### src/rtl/df_pkg.sv
package df_pkg;
  // Operation a join node applies to its two input tokens.
  typedef enum logic [1:0] {
    OP_ADD = 2'd0,
    OP_SUB = 2'd1,
    OP_MUL = 2'd2
  } df_op_e;
endpackage

### src/rtl/df_edge_buf.sv
// One-token edge: holds a single token between a producer and a consumer.
module df_edge_buf #(
  parameter int WIDTH = 8
) (
  input  logic             clk,
  input  logic             rst_n,
  input  logic             in_valid,
  output logic             in_ready,
  input  logic [WIDTH-1:0] in_data,
  output logic             out_valid,
  input  logic             out_ready,
  output logic [WIDTH-1:0] out_data
);
  logic             full_q;
  logic [WIDTH-1:0] data_q;
  logic             put_ev;
  logic             take_ev;

  assign take_ev   = full_q & out_ready;
  assign in_ready  = ~full_q | out_ready;
  assign put_ev    = in_valid & in_ready;
  assign out_valid = full_q;
  assign out_data  = data_q;

  always_ff @(posedge clk or negedge rst_n) begin
    if (!rst_n) begin
      full_q <= 1'b0;
      data_q <= '0;
    end else begin
      if (put_ev) begin
        full_q <= 1'b1;
        data_q <= in_data;
      end else if (take_ev) begin
        full_q <= 1'b0;
      end
    end
  end


  hold_stable_chk: assert property (@(posedge clk) disable iff (!rst_n)
    (out_valid && !out_ready) |=> (out_valid && $stable(out_data)));


  no_overwrite_chk: assert property (@(posedge clk) disable iff (!rst_n)
    !(in_valid && in_ready && out_valid && !out_ready));
endmodule

### src/rtl/df_join_node.sv
// Two-input firing node: fires when both inputs hold tokens and the output edge can take one.
module df_join_node
  import df_pkg::*;
#(
  parameter int     IW = 8,
  parameter int     OW = 9,
  parameter df_op_e OP = OP_ADD
) (
  input  logic          clk,
  input  logic          rst_n,
  input  logic          x_valid,
  output logic          x_ready,
  input  logic [IW-1:0] x_data,
  input  logic          y_valid,
  output logic          y_ready,
  input  logic [IW-1:0] y_data,
  output logic          r_valid,
  input  logic          r_ready,
  output logic [OW-1:0] r_data
);
  logic both_ev;
  logic fire_ev;

  function automatic logic signed [OW-1:0] widen(input logic signed [IW-1:0] v);
    return OW'(v);
  endfunction

  function automatic logic [OW-1:0] add_fn(input logic [IW-1:0] p, input logic [IW-1:0] q);
    return widen(p) + widen(q);
  endfunction

  function automatic logic [OW-1:0] sub_fn(input logic [IW-1:0] p, input logic [IW-1:0] q);
    return widen(p) - widen(q);
  endfunction

  function automatic logic [OW-1:0] mul_fn(input logic [IW-1:0] p, input logic [IW-1:0] q);
    return widen(p) * widen(q);
  endfunction

  generate
    if (OP == OP_ADD) begin : g_add
      assign r_data = add_fn(x_data, y_data);
    end else if (OP == OP_SUB) begin : g_sub
      assign r_data = sub_fn(x_data, y_data);
    end else begin : g_mul
      assign r_data = mul_fn(x_data, y_data);
    end
  endgenerate

  assign both_ev = x_valid & y_valid;
  assign fire_ev = both_ev & r_ready;
  assign r_valid = both_ev;
  assign x_ready = y_valid & r_ready;
  assign y_ready = x_valid & r_ready;


  partner_present_chk: assert property (@(posedge clk) disable iff (!rst_n)
    (x_valid && x_ready) |-> (y_valid && r_ready));


  paired_take_chk: assert property (@(posedge clk) disable iff (!rst_n)
    (x_valid && x_ready) == (y_valid && y_ready));


  fire_consumes_chk: assert property (@(posedge clk) disable iff (!rst_n)
    fire_ev |-> (x_ready && y_ready));
endmodule

### src/rtl/df_expr_unit.sv
// Dataflow graph for Z = (A + B) * (C - D) with one-token edges.
module df_expr_unit
  import df_pkg::*;
#(
  parameter int W = 8
) (
  input  logic             clk,
  input  logic             rst_n,
  input  logic             a_valid,
  output logic             a_ready,
  input  logic [W-1:0]     a_data,
  input  logic             b_valid,
  output logic             b_ready,
  input  logic [W-1:0]     b_data,
  input  logic             c_valid,
  output logic             c_ready,
  input  logic [W-1:0]     c_data,
  input  logic             d_valid,
  output logic             d_ready,
  input  logic [W-1:0]     d_data,
  output logic             z_valid,
  input  logic             z_ready,
  output logic [2*W+1:0]   z_data
);
  localparam int MW = W + 1;
  localparam int ZW = 2 * MW;

  // first level -> t1 / t2 edges
  logic          sum_v, sum_rdy;
  logic [MW-1:0] sum_d;
  logic          dif_v, dif_rdy;
  logic [MW-1:0] dif_d;
  // edges -> multiplier
  logic          t1_v, t1_take;
  logic [MW-1:0] t1_d;
  logic          t2_v, t2_take;
  logic [MW-1:0] t2_d;
  // multiplier -> output slot
  logic          prod_v, prod_rdy;
  logic [ZW-1:0] prod_d;

  df_join_node #(.IW(W), .OW(MW), .OP(OP_ADD)) u_add (
    .clk(clk), .rst_n(rst_n),
    .x_valid(a_valid), .x_ready(a_ready), .x_data(a_data),
    .y_valid(b_valid), .y_ready(b_ready), .y_data(b_data),
    .r_valid(sum_v), .r_ready(sum_rdy), .r_data(sum_d)
  );

  df_join_node #(.IW(W), .OW(MW), .OP(OP_SUB)) u_sub (
    .clk(clk), .rst_n(rst_n),
    .x_valid(c_valid), .x_ready(c_ready), .x_data(c_data),
    .y_valid(d_valid), .y_ready(d_ready), .y_data(d_data),
    .r_valid(dif_v), .r_ready(dif_rdy), .r_data(dif_d)
  );

  df_edge_buf #(.WIDTH(MW)) u_t1 (
    .clk(clk), .rst_n(rst_n),
    .in_valid(sum_v), .in_ready(sum_rdy), .in_data(sum_d),
    .out_valid(t1_v), .out_ready(t1_take), .out_data(t1_d)
  );

  df_edge_buf #(.WIDTH(MW)) u_t2 (
    .clk(clk), .rst_n(rst_n),
    .in_valid(dif_v), .in_ready(dif_rdy), .in_data(dif_d),
    .out_valid(t2_v), .out_ready(t2_take), .out_data(t2_d)
  );

  df_join_node #(.IW(MW), .OW(ZW), .OP(OP_MUL)) u_mul (
    .clk(clk), .rst_n(rst_n),
    .x_valid(t1_v), .x_ready(t1_take), .x_data(t1_d),
    .y_valid(t2_v), .y_ready(t2_take), .y_data(t2_d),
    .r_valid(prod_v), .r_ready(prod_rdy), .r_data(prod_d)
  );

  df_edge_buf #(.WIDTH(ZW)) u_zslot (
    .clk(clk), .rst_n(rst_n),
    .in_valid(prod_v), .in_ready(prod_rdy), .in_data(prod_d),
    .out_valid(z_valid), .out_ready(z_ready), .out_data(z_data)
  );


  result_follows_chk: assert property (@(posedge clk) disable iff (!rst_n)
    (t1_v && t2_v && (!z_valid || z_ready)) |=> z_valid);
endmodule

### config.mk
export PLATFORM = sky130hd
export DESIGN_NAME = df_expr_unit
export DESIGN_NICKNAME = d
export VERILOG_FILES = /design/src/rtl/df_pkg.sv /design/src/rtl/df_edge_buf.sv /design/src/rtl/df_join_node.sv /design/src/rtl/df_expr_unit.sv
export SDC_FILE = /design/constraint.sdc
export NUM_CORES = 1
export LEC_CHECK = 0
export BUFFER_PORTS_ARGS = -buffer_cell sky130_fd_sc_hd__buf_2
export CORE_UTILIZATION = 45
export DETAILED_ROUTE_END_ITERATION = 10
export MAX_ROUTING_LAYER = met4
export PLACE_DENSITY_LB_ADDON = 0.2
export SETUP_SLACK_MARGIN = 0.5
export SLEW_MARGIN = 20
export SYNTH_ARGS = -nofsm -noshare
export SYNTH_HDL_FRONTEND = slang
export SYNTH_SLANG_ARGS = --single-unit
### constraint.sdc
create_clock -name clk -period 6.4 [get_ports clk]
set_input_delay 0.96 -clock clk [delete_from_list [all_inputs] [get_ports clk]]
set_output_delay 0.96 -clock clk [all_outputs]
set_load 0.01 [all_outputs]
==> results of run 1 <==
-- cells in the final DEF (no fill, tap or decap), types with 2 or more instances in the layout --
| master | instances |
|---|---|
| a211oi_1 | 3 |
| a21bo_2 | 2 |
| a21boi_0 | 2 |
| a21o_1 | 6 |
| a21oi_1 | 11 |
| and2_1 | 25 |
| buf_2 | 61 |
| clkbuf_16 | 5 |
| clkinvlp_4 | 2 |
| dfrtp_1 | 39 |
| fa_1 | 72 |
| ha_1 | 54 |
| inv_1 | 102 |
| mux2_2 | 7 |
| mux2i_1 | 2 |
| nand2_1 | 83 |
| nand2b_1 | 6 |
| nand3_1 | 6 |
| nor2_1 | 7 |
| nor2b_1 | 9 |
| nor3_1 | 3 |
| nor3b_1 | 9 |
| o211ai_1 | 2 |
| o21a_1 | 8 |
| o21ai_0 | 28 |
| o21ai_1 | 4 |
| o31ai_1 | 5 |
| or4b_1 | 2 |
| xnor2_1 | 11 |
| xor2_1 | 10 |
-- kinds of logic after synthesis --
group | Yosys count | synth area share
multiplexers | 9 | 0.01914
AO/OA/AOI/OAI | 82 | 0.1044
AND/OR/NAND/NOR | 156 | 0.1493
adder cells (fa/ha/maj) | 126 | 0.4100
flip-flops | 39 | 0.1890
XOR/XNOR | 21 | 0.03562
buffers and inverters | 126 | 0.09256
-- worst max-delay path by stage --
stage,start,to,slack (ns),cells after the start
floorplan,u_t2.out_data[0],u_zslot.out_data[17],1.59,16
global placement,u_t2.out_data[1],u_zslot.out_data[17],1.50,15
detailed placement,u_t1.out_data[8],u_zslot.out_data[17],1.39,15
CTS,u_t1.out_data[8],u_zslot.out_data[17],1.36,15
global route,u_t2.out_data[0],u_zslot.out_data[15],1.00,15
finish,u_t2.out_data[0],u_zslot.out_data[17],1.39,15
-- stage by stage --
step | hold slack (ns) | std cells | area (um2)
3_5_place_dp | 0.4651 | 737 | 5557
2_1_floorplan | 0.4835 | 559 | 5164
3_3_place_gp | 0.4558 | 737 | 5557
5_1_grt | 0.5014 | 745 | 5705
4_1_cts | 0.4800 | 745 | 5705
6_report | 0.4722 | 745 | 5705
-- worst min-delay path, cell delays in order (launching register included) --
cell and delay (ns):
dfrtp_1 0.34, nand2_1 0.04, o21ai_0 0.06
-- registers in the layout (all words and copies together), names as in the netlist --
signal,cells
u_t2.out_valid,1
u_t1.out_valid,1
u_t2.out_data,9
u_zslot.out_valid,1
u_t1.out_data,9
u_zslot.out_data,18
-- layer usage --
layer | wire [um] | vias to the layer above | part of all wire | global-route usage
li1 | - | 1851 | - | -
met5 | 0 | - | 0 | -
met4 | 73 | 0 | 0.0074 | 0.03571
met1 | 4692 | 1772 | 0.48 | 0.2509
met3 | 314 | 6 | 0.032 | 0.02092
met2 | 4747 | 82 | 0.48 | 0.3199
-- final cells by class --
cell class              count  area (um2)  area share
flip-flops and latches     39       975.9      0.1711
multi-input cells         394        3710      0.6502
clock buffers               5       125.1     0.02193
well taps                 140       175.2     0.03070
inverters                 102       382.9     0.06711
clock inverters             3       23.77    0.004167
repair buffers             62       312.8     0.05482
==> results.ini, run 1 <==
[detailed_routing]
routed_wl_um = 9827
drc_errors = 0
wire_per_inst_um = 13.19
via_per_inst = 4.981
vias = 3711
ant_nets = 0
drt-pass1-iter-count = 6
drt_iter0_markers = 161

[yosys]
synth_top_flop_cell = dfrtp_1
ys_types = 46
post-synth-top-count-cell = inv_1
synth.ff_latch_count = 39
synth_cells = 559
synthTopCellsByArea = fa_1 (28%), dfrtp_1 (19%), ha_1 (13%), inv_1 (7.4%), nand2_1 (6.0%)
ys_warn_count = 0
synth-edff-count = 0
synth.avg_cell_area_um2 = 9.237
synth_top_area_share = 0.2791
synth_seq_area_share = 0.1890
synth_area_leader_cell = fa_1
synthesis.nets = 724
synthArstFlopShare = 1.000
ys_top_cells_by_count = inv_1 (102), nand2_1 (83), fa_1 (72), ha_1 (54), dfrtp_1 (39)
syn-cell-area_um2 = 5164

[worst_setup_path]
critPathKind = reg -> reg
cp.buffers_inverters = 3
end_kind = register
r2r_slack_ns = 1.39
slowest_delay_ns = 0.70
required_ns = 6.56
cpMaxStageDelayCell = fa_1
crit_fanout = 10
startpoint_type = register
rr_worst_depth = 15
crit_family = adder cells
worstPathArrival_ns = 5.17
crit_chain = nand2_1 -> fa_1 -> inv_1 -> fa_1 -> fa_1 -> inv_1 -> fa_1 -> inv_1 -> ha_1 -> ha_1 -> a2111o_1 -> o2111ai_1 -> a21oi_1 -> xnor2_1 -> o21ai_1
rr_startpoint = u_t2.out_data[0]
rr_endpoint = u_zslot.out_data[17]
crit_top_cell = fa_1

[floorplanning]
fp.dieH_um = 109.1
core_um2 = 11030
die_w_um = 109.1
fp.dieArea_um2 = 11910
start_util = 0.4681
io_pins = 62
rows = 38

[final_layout]
nets = 769
num_antenna_cells = 0
nFillCells = 1055
area_growth_pct = 10.49
drive_gt1_frac = 0.1388
finish.utilization = 0.5172

[min_path]
min-delay-path-class = reg -> reg
hp-start = u_zslot.out_data[10]
hold_depth = 2
holdPathEnd = u_zslot.out_data[10]

[status]
status = finished, final reports clean

[grt]
gr-total-overflow = 0
grt_pass1_wl_um = 17300
grt_start_max_net_pins = 40
grt_pass1_vias = 3835
grtUsageTotal = 0.1907
antenna_found_initial = 0

[timing]
worst_pin_slew_ns = 0.8676
min_period_over_period = 0.7831
final_max_slew_viol_count = 0
setup_viol = 0
fin_tns_setup_ns = 0
clock_skew_ns = 0.005842
max_freq_mhz = 199.5
rsz0062_at_grt = no
min_period_ns = 5.012
max_slew_margin = 0.4216
layout_setup_ws_ns = 1.388
finalHoldViolations = 0

[clock_network]
cts_buffers = 5
path_clk_slew_ns = 0.07
h-tree-depth = 2
cts_max_path_buffers = 2
hold_buffers = 0
cts_tree = yes
cts_root_buf = clkbuf_16
cts_setup_buffers = 0
ctsResizeCount = 0
cts_sinks = 39
clkLatencyLatePin_ns = 0.29

[placed_design]
io_buffers = 61
gp_congestion = 0.8285
hpwl_um = 8087
place_ws_ns = 1.386

[job]
drv_cap = 0

Power of run 1 is left out: the tool's default activity adds up to more than one toggle a clock period on the data nets, which glitch-free logic cannot reach.
==> inputs of run 2 (changes only) <==
--- a/config.mk
+++ b/config.mk
@@ -5,6 +5,7 @@
 export SDC_FILE = /design/constraint.sdc
 export NUM_CORES = 1
 export LEC_CHECK = 0
+export ABC_AREA = 1
 export BUFFER_PORTS_ARGS = -buffer_cell sky130_fd_sc_hd__buf_2
 export CORE_UTILIZATION = 45
 export DETAILED_ROUTE_END_ITERATION = 10
==> constraint.sdc (replaced) <==
create_clock -name clk -period 4.4 [get_ports clk]
set_input_delay 0.66 -clock clk [delete_from_list [all_inputs] [get_ports clk]]
set_output_delay 0.66 -clock clk [all_outputs]
set_load 0.01 [all_outputs]
==> run 2 against run 1 <==
The flow now finishes with violations (DRC). Sequential share of layout area fell by 2.0 points. First-iteration DRC count up 15%. Clock-buffer cell count is the same. Global-route usage grew 1.8 points.
==> results.ini, run 2 <==
[status]
status = finished with violations
violations = DRC

[detailed_routing]
ant_nets = 0  ; unchanged
routed_wl_um = 11190  ; +14%
vias = 4407  ; +19%
drt_iter0_markers = 185  ; +15%
drt-pass1-iter-count = 7  ; +1
via_per_inst = 4.759  ; -4.5%
wl_met2_um = 5598  ; +18%
drc_errors = 9  ; +9
wl_met1_um = 5120  ; +9.1%
wire_per_inst_um = 12.08  ; -8.4%
top_layer_used = met4
wl_met3_um = 284  ; -9.6%

[placed_design]
hpwl_um = 9203  ; +14%
place_ws_ns = -0.03032  ; -1.416 ns
gp_congestion = 0.8518  ; +2.8%
io_buffers = 61  ; unchanged
dpl-instance-area_um2 = 6128  ; +10%

[timing]
finalHoldViolations = 0  ; unchanged
max_slew_margin = 0.4318  ; +0.01014
rsz0062_at_grt = yes
min_period_over_period = 0.9875  ; +0.2044
worst_pin_slew_ns = 0.8524  ; -0.01522 ns
min_period_ns = 4.345  ; -0.6669 ns
setup_viol = 0  ; unchanged
final_max_slew_viol_count = 0  ; unchanged
clock_skew_ns = 0.006153  ; +0.0003111 ns
max_freq_mhz = 230.2  ; +15%
layout_setup_ws_ns = 0.05519  ; -1.333 ns

[grt]
grt_start_max_net_pins = 40  ; unchanged
antenna_found_initial = 0  ; unchanged
grt_pass1_vias = 4600  ; +20%
grt_pass1_wl_um = 20310  ; +17%
grtUsageTotal = 0.2086  ; +0.01791
gr-total-overflow = 0  ; unchanged

[final_layout]
fin_area_um2 = 6563  ; +15%
layout_common_cells = nand2_1 (193), inv_1 (152), fa_1 (68), buf_2 (61), ha_1 (39)
layout_commonest_cell = nand2_1
drive_gt1_frac = 0.2312  ; +0.09232
area_growth_pct = 22.18
nFillCells = 1055  ; unchanged
largest_reg_flops = 18  ; unchanged
nets = 948  ; +23%
num_antenna_cells = 0  ; unchanged
finish.utilization = 0.5699  ; +0.05262

[floorplanning]
rows = 39  ; +2.6%
start_util = 0.4664  ; -0.001698
core_um2 = 11520  ; +4.4%
fp.dieH_um = 111.3  ; +2.0%
die_w_um = 111.3  ; +2.0%
fp.dieArea_um2 = 12380  ; +4.0%
io_pins = 62  ; unchanged

[yosys]
ys_top_cells_by_count = nand2_1 (203), inv_1 (158), fa_1 (72), ha_1 (54), dfrtp_1 (39)
synth.ff_latch_count = 39  ; unchanged
synthesis.nets = 861  ; +19%
synth-edff-count = 0  ; unchanged
synth_cells = 696  ; +25%
synth_seq_area_share = 0.1817  ; -0.007308
synth_top_area_share = 0.2683  ; -0.01079
synth.avg_cell_area_um2 = 7.718  ; -16%
ys_warn_count = 0  ; unchanged
synthArstFlopShare = 1.000  ; unchanged
synth_top_flop_cell = dfrtp_1
syn-cell-area_um2 = 5371  ; +4.0%
ys_types = 35  ; -24%
synthTopCellsByArea = fa_1 (27%), dfrtp_1 (18%), nand2_1 (14%), ha_1 (13%), inv_1 (11%)
post-synth-top-count-cell = nand2_1
synth_area_leader_cell = fa_1

[worst_setup_path]
critPathKind = reg -> reg
required_ns = 4.57  ; -1.99 ns
worstPathArrival_ns = 4.52  ; -0.65 ns
startpoint_type = register
end_kind = register
crit_fanout = 5  ; -5

[job]
drv_cap = 0  ; unchanged

[clock_network]
cts_max_path_buffers = 2  ; unchanged
hold_buffers = 0  ; unchanged
cts_sinks = 39  ; unchanged
cts_buffers = 5  ; unchanged
cts_tree = yes
h-tree-depth = 2  ; unchanged
cts_root_buf = clkbuf_16
clkLatencyLatePin_ns = 0.29  ; about the same
path_clk_slew_ns = 0.06  ; about the same

[min_path]
min-delay-path-class = reg -> reg

[run 2: changes by cell type in the layout (fill, tap and decap cells not counted), sizes merged, moves of 8 or more]
cell   change
nor2b     -10
nand2    +124
and2      -23
nand3     +20
o21a       -8
buf       +40
nor2      +27
inv       +57
nor3b      -9
[run 2: path summary, 6_finish.rpt]
kind | startpoint | slack, ns | end | depth (start not counted)
max in group asynchronous | rst_n | 3.33 | u_t2.out_data[7] | 1
worst min register to register | u_zslot.out_data[16] | 0.47 | u_zslot.out_data[16] | 2
worst min-delay path | u_zslot.out_data[16] | 0.47 | u_zslot.out_data[16] | 2
worst max-delay path | u_t2.out_data[4] | 0.06 | u_zslot.out_data[15] | 18
min in group asynchronous | rst_n | 0.48 | u_zslot.out_data[11] | 1
worst max register to register | u_t2.out_data[4] | 0.06 | u_zslot.out_data[15] | 18
[run 2: cell type report]
type	count	area, um2	share of cell area
Timing Repair Buffer	102	640.6	0.09762
Inverter	161	604.3	0.09209
Tap cell	143	178.9	0.02726
Sequential cell	39	989.7	0.1508
Clock inverter	2	13.76	0.002097
Clock buffer	5	125.1	0.01907
Multi-Input combinational cell	474	4010	0.6111
[run 2: timing repair]
item,in CTS,in global routing
pin swaps,22,11
gates resized for setup,44,9
buffers inserted,9,3
endpoints found under the hold margin,0,0
endpoints found under the setup margin,11,12
[run 2: critical path, stage by stage (launching register included)]
cell and delay (ns):
dfrtp_2 0.46, nand2_1 0.09, inv_2 0.04, fa_1 0.53, inv_2 0.05, fa_1 0.53
inv_1 0.05, fa_1 0.45, fa_1 0.49, fa_1 0.58, ha_4 0.25, nand2_4 0.07
nand2_4 0.06, o21ai_2 0.17, nand3_2 0.13, nand2_2 0.09, nand3_1 0.06, nand3_1 0.08
nand2_1 0.06
[run 2: logic make-up after synthesis]
logic type / count (synthesis) / synth area share
AO/OA/AOI/OAI: 55 / 0.06033
flip-flops: 39 / 0.1817
AND/OR/NAND/NOR: 282 / 0.2169
adder cells (fa/ha/maj): 126 / 0.3941
XOR/XNOR: 11 / 0.01794
buffers and inverters: 183 / 0.1290
[run 2: layer usage]
metal / vias up / GRT usage
li1: 2259 / -
met1: 2066 / 0.2447
met2: 69 / 0.3725
met3: 13 / 0.02952
met4: 0 / 0.05766
met5: - / -
[run 2: stage by stage]
| stage | hold WS (ns) | instances | setup TNS, ns |
|---|---|---|---|
| floorplan | 0.3644 | 696 | 0 |
| global placement | 0.4563 | 907 | 0 |
| detailed placement | 0.4622 | 907 | -0.06678 |
| CTS | 0.4783 | 923 | 0 |
| global route | 0.5009 | 926 | -0.5090 |
| finish | 0.4710 | 926 | 0 |
Power of run 2 is left out for the same reason.
==> inputs of run 3 (changes only) <==
==> constraint.sdc (replaced) <==
create_clock -name clk -period 4.5 [get_ports clk]
set_input_delay 0.675 -clock clk [delete_from_list [all_inputs] [get_ports clk]]
set_output_delay 0.675 -clock clk [all_outputs]
set_load 0.01 [all_outputs]
==> run 3 against run 2 <==
The flow still finishes with violations (DRC). First-iteration DRC count up 7.0%. Critical path depth up 2. Design area up 1.8%.
==> results.ini, run 3 (synthesis results as in run 2) <==
[clock_network]
h-tree-depth = 2  ; unchanged
cts_buffers = 5  ; unchanged
cts_max_path_buffers = 2  ; unchanged
cts_tree = yes
path_clk_slew_ns = 0.07  ; about the same
clkLatencyLatePin_ns = 0.29  ; about the same
cts_sinks = 39  ; unchanged
cts_root_buf = clkbuf_16

[detailed_routing]
routed_wl_um = 11950  ; +6.9%
drt_iter0_markers = 198  ; +7.0%
drc_errors = 10  ; +1
via_per_inst = 4.876  ; +2.5%
vias = 4501  ; +2.1%
drt-pass1-iter-count = 7  ; unchanged
ant_nets = 0  ; unchanged
wire_per_inst_um = 12.95  ; +7.2%

[grt]
antenna_found_initial = 0  ; unchanged
grt_pass1_wl_um = 21250  ; +4.7%
grt_pass1_vias = 4773  ; +3.8%
grtUsageTotal = 0.2158  ; +0.007198
grt_start_max_net_pins = 40  ; unchanged
gr-total-overflow = 0  ; unchanged

[worst_setup_path]
end_kind = register
rr_worst_depth = 20  ; +2
startpoint_type = register
required_ns = 4.68  ; +0.11 ns
crit_fanout = 8  ; +3
critPathKind = reg -> reg
r2r_slack_ns = 0.12  ; +0.07 ns
worstPathArrival_ns = 4.56  ; +0.04 ns

[final_layout]
drive_gt1_frac = 0.2603  ; +0.02909
finish.utilization = 0.5802  ; +0.01032
num_antenna_cells = 0  ; unchanged
layout_common_cells = nand2_1 (185), inv_1 (148), fa_1 (66), buf_2 (61), ha_1 (38)
layout_commonest_cell = nand2_1
largest_reg_flops = 18  ; unchanged
area_growth_pct = 24.39
nets = 944  ; -0.42%
nFillCells = 1031  ; -2.3%

[timing]
min_period_ns = 4.376  ; +0.03107 ns
whs_ns = 0.4728  ; +0.001837 ns
layout_setup_ws_ns = 0.1241  ; +0.06893 ns
worst_pin_slew_ns = 0.8685  ; +0.01615 ns
max_freq_mhz = 228.5  ; -0.71%
setup_viol = 0  ; unchanged
final_max_slew_viol_count = 0  ; unchanged
finalHoldViolations = 0  ; unchanged
clock_skew_ns = 0.007407  ; +0.001254 ns
rsz0062_at_grt = yes
min_period_over_period = 0.9724  ; -0.01504
max_slew_margin = 0.4210  ; -0.01077

[min_path]
min-delay-path-class = reg -> reg
hold_depth = 2  ; unchanged

[placed_design]
gp_congestion = 0.8407  ; -1.3%
place_ws_ns = -0.06162  ; -0.03130 ns
io_buffers = 61  ; unchanged
hpwl_um = 9299  ; +1.0%

[status]
status = finished with violations
violations = DRC

[floorplanning]
fp.dieArea_um2 = 12380  ; unchanged
fp.dieH_um = 111.3  ; unchanged
rows = 39  ; unchanged
start_util = 0.4664  ; unchanged
core_um2 = 11520  ; unchanged
die_w_um = 111.3  ; unchanged
io_pins = 62  ; unchanged

[job]
drv_cap = 0  ; unchanged

## run 3: cell types whose count changed in the layout (fill, tap and decap cells not counted), moves of 3 or more
cell and delta:
nand2_1 -8, nand2_2 +6, inv_1 -4, buf_4 -6, inv_2 +4, nor2_1 -3, nor2_2 +4
## run 3: worst paths after layout
check	startpoint	endpoint
min in group asynchronous	rst_n	u_zslot.out_data[1]
max	u_t1.out_data[8]	u_zslot.out_data[17]
min reg2reg	u_zslot.out_data[16]	u_zslot.out_data[16]
max reg2reg	u_t1.out_data[8]	u_zslot.out_data[17]
min	u_zslot.out_data[16]	u_zslot.out_data[16]
max in group asynchronous	rst_n	u_t1.out_data[8]
## run 3: final cells by class
class	instances	area, um2	share of cell area
flip-flops and latches	39	992.2	0.1485
well taps	143	178.9	0.02678
multi-input cells	474	4110	0.6152
clock buffers	6	138.9	0.02079
repair buffers	98	618.1	0.09251
clock inverters	2	38.79	0.005805
inverters	161	604.3	0.09045
## run 3: timing repair
| item | 4_1_cts | 5_1_grt |
|---|---|---|
| pin swaps | 42 | 9 |
| setup buffers | 20 | 2 |
| hold buffers | 0 | 0 |
| endpoints found under the setup margin | 11 | 12 |
| gates resized for setup | 67 | 16 |
## run 3: metal layers
layer,vias to the layer above,wire (um),global-route usage
li1,2247,-,-
met1,2125,5337,0.2589
met2,98,5933,0.3729
met3,31,371,0.03007
met4,0,311,0.07297
met5,-,0,-
## run 3: stage by stage
stage | area (um2) | setup TNS (ns) | instances
after floorplan | 5562 | 0 | 696
after global placement | 6011 | 0 | 893
after detailed placement | 6011 | -0.06162 | 893
after CTS | 6614 | 0 | 921
after global routing | 6681 | -0.1086 | 923
final | 6681 | 0 | 923
## run 3: worst max-delay path: stages, from the launching register on
cell and delay [ns]:
dfrtp_2 0.50, buf_6 0.14, nand2_2 0.05, fa_2 0.59
inv_2 0.05, fa_1 0.53, inv_1 0.05, fa_1 0.53
inv_1 0.06, fa_1 0.55, ha_4 0.22, ha_4 0.28
nand2_2 0.06, nor2_2 0.11, nand2_1 0.08, nor2_2 0.16
nor2_2 0.06, inv_1 0.05, nand2_1 0.05, nand3_1 0.06
nand2_1 0.07
Power of run 3 is left out for the same reason.
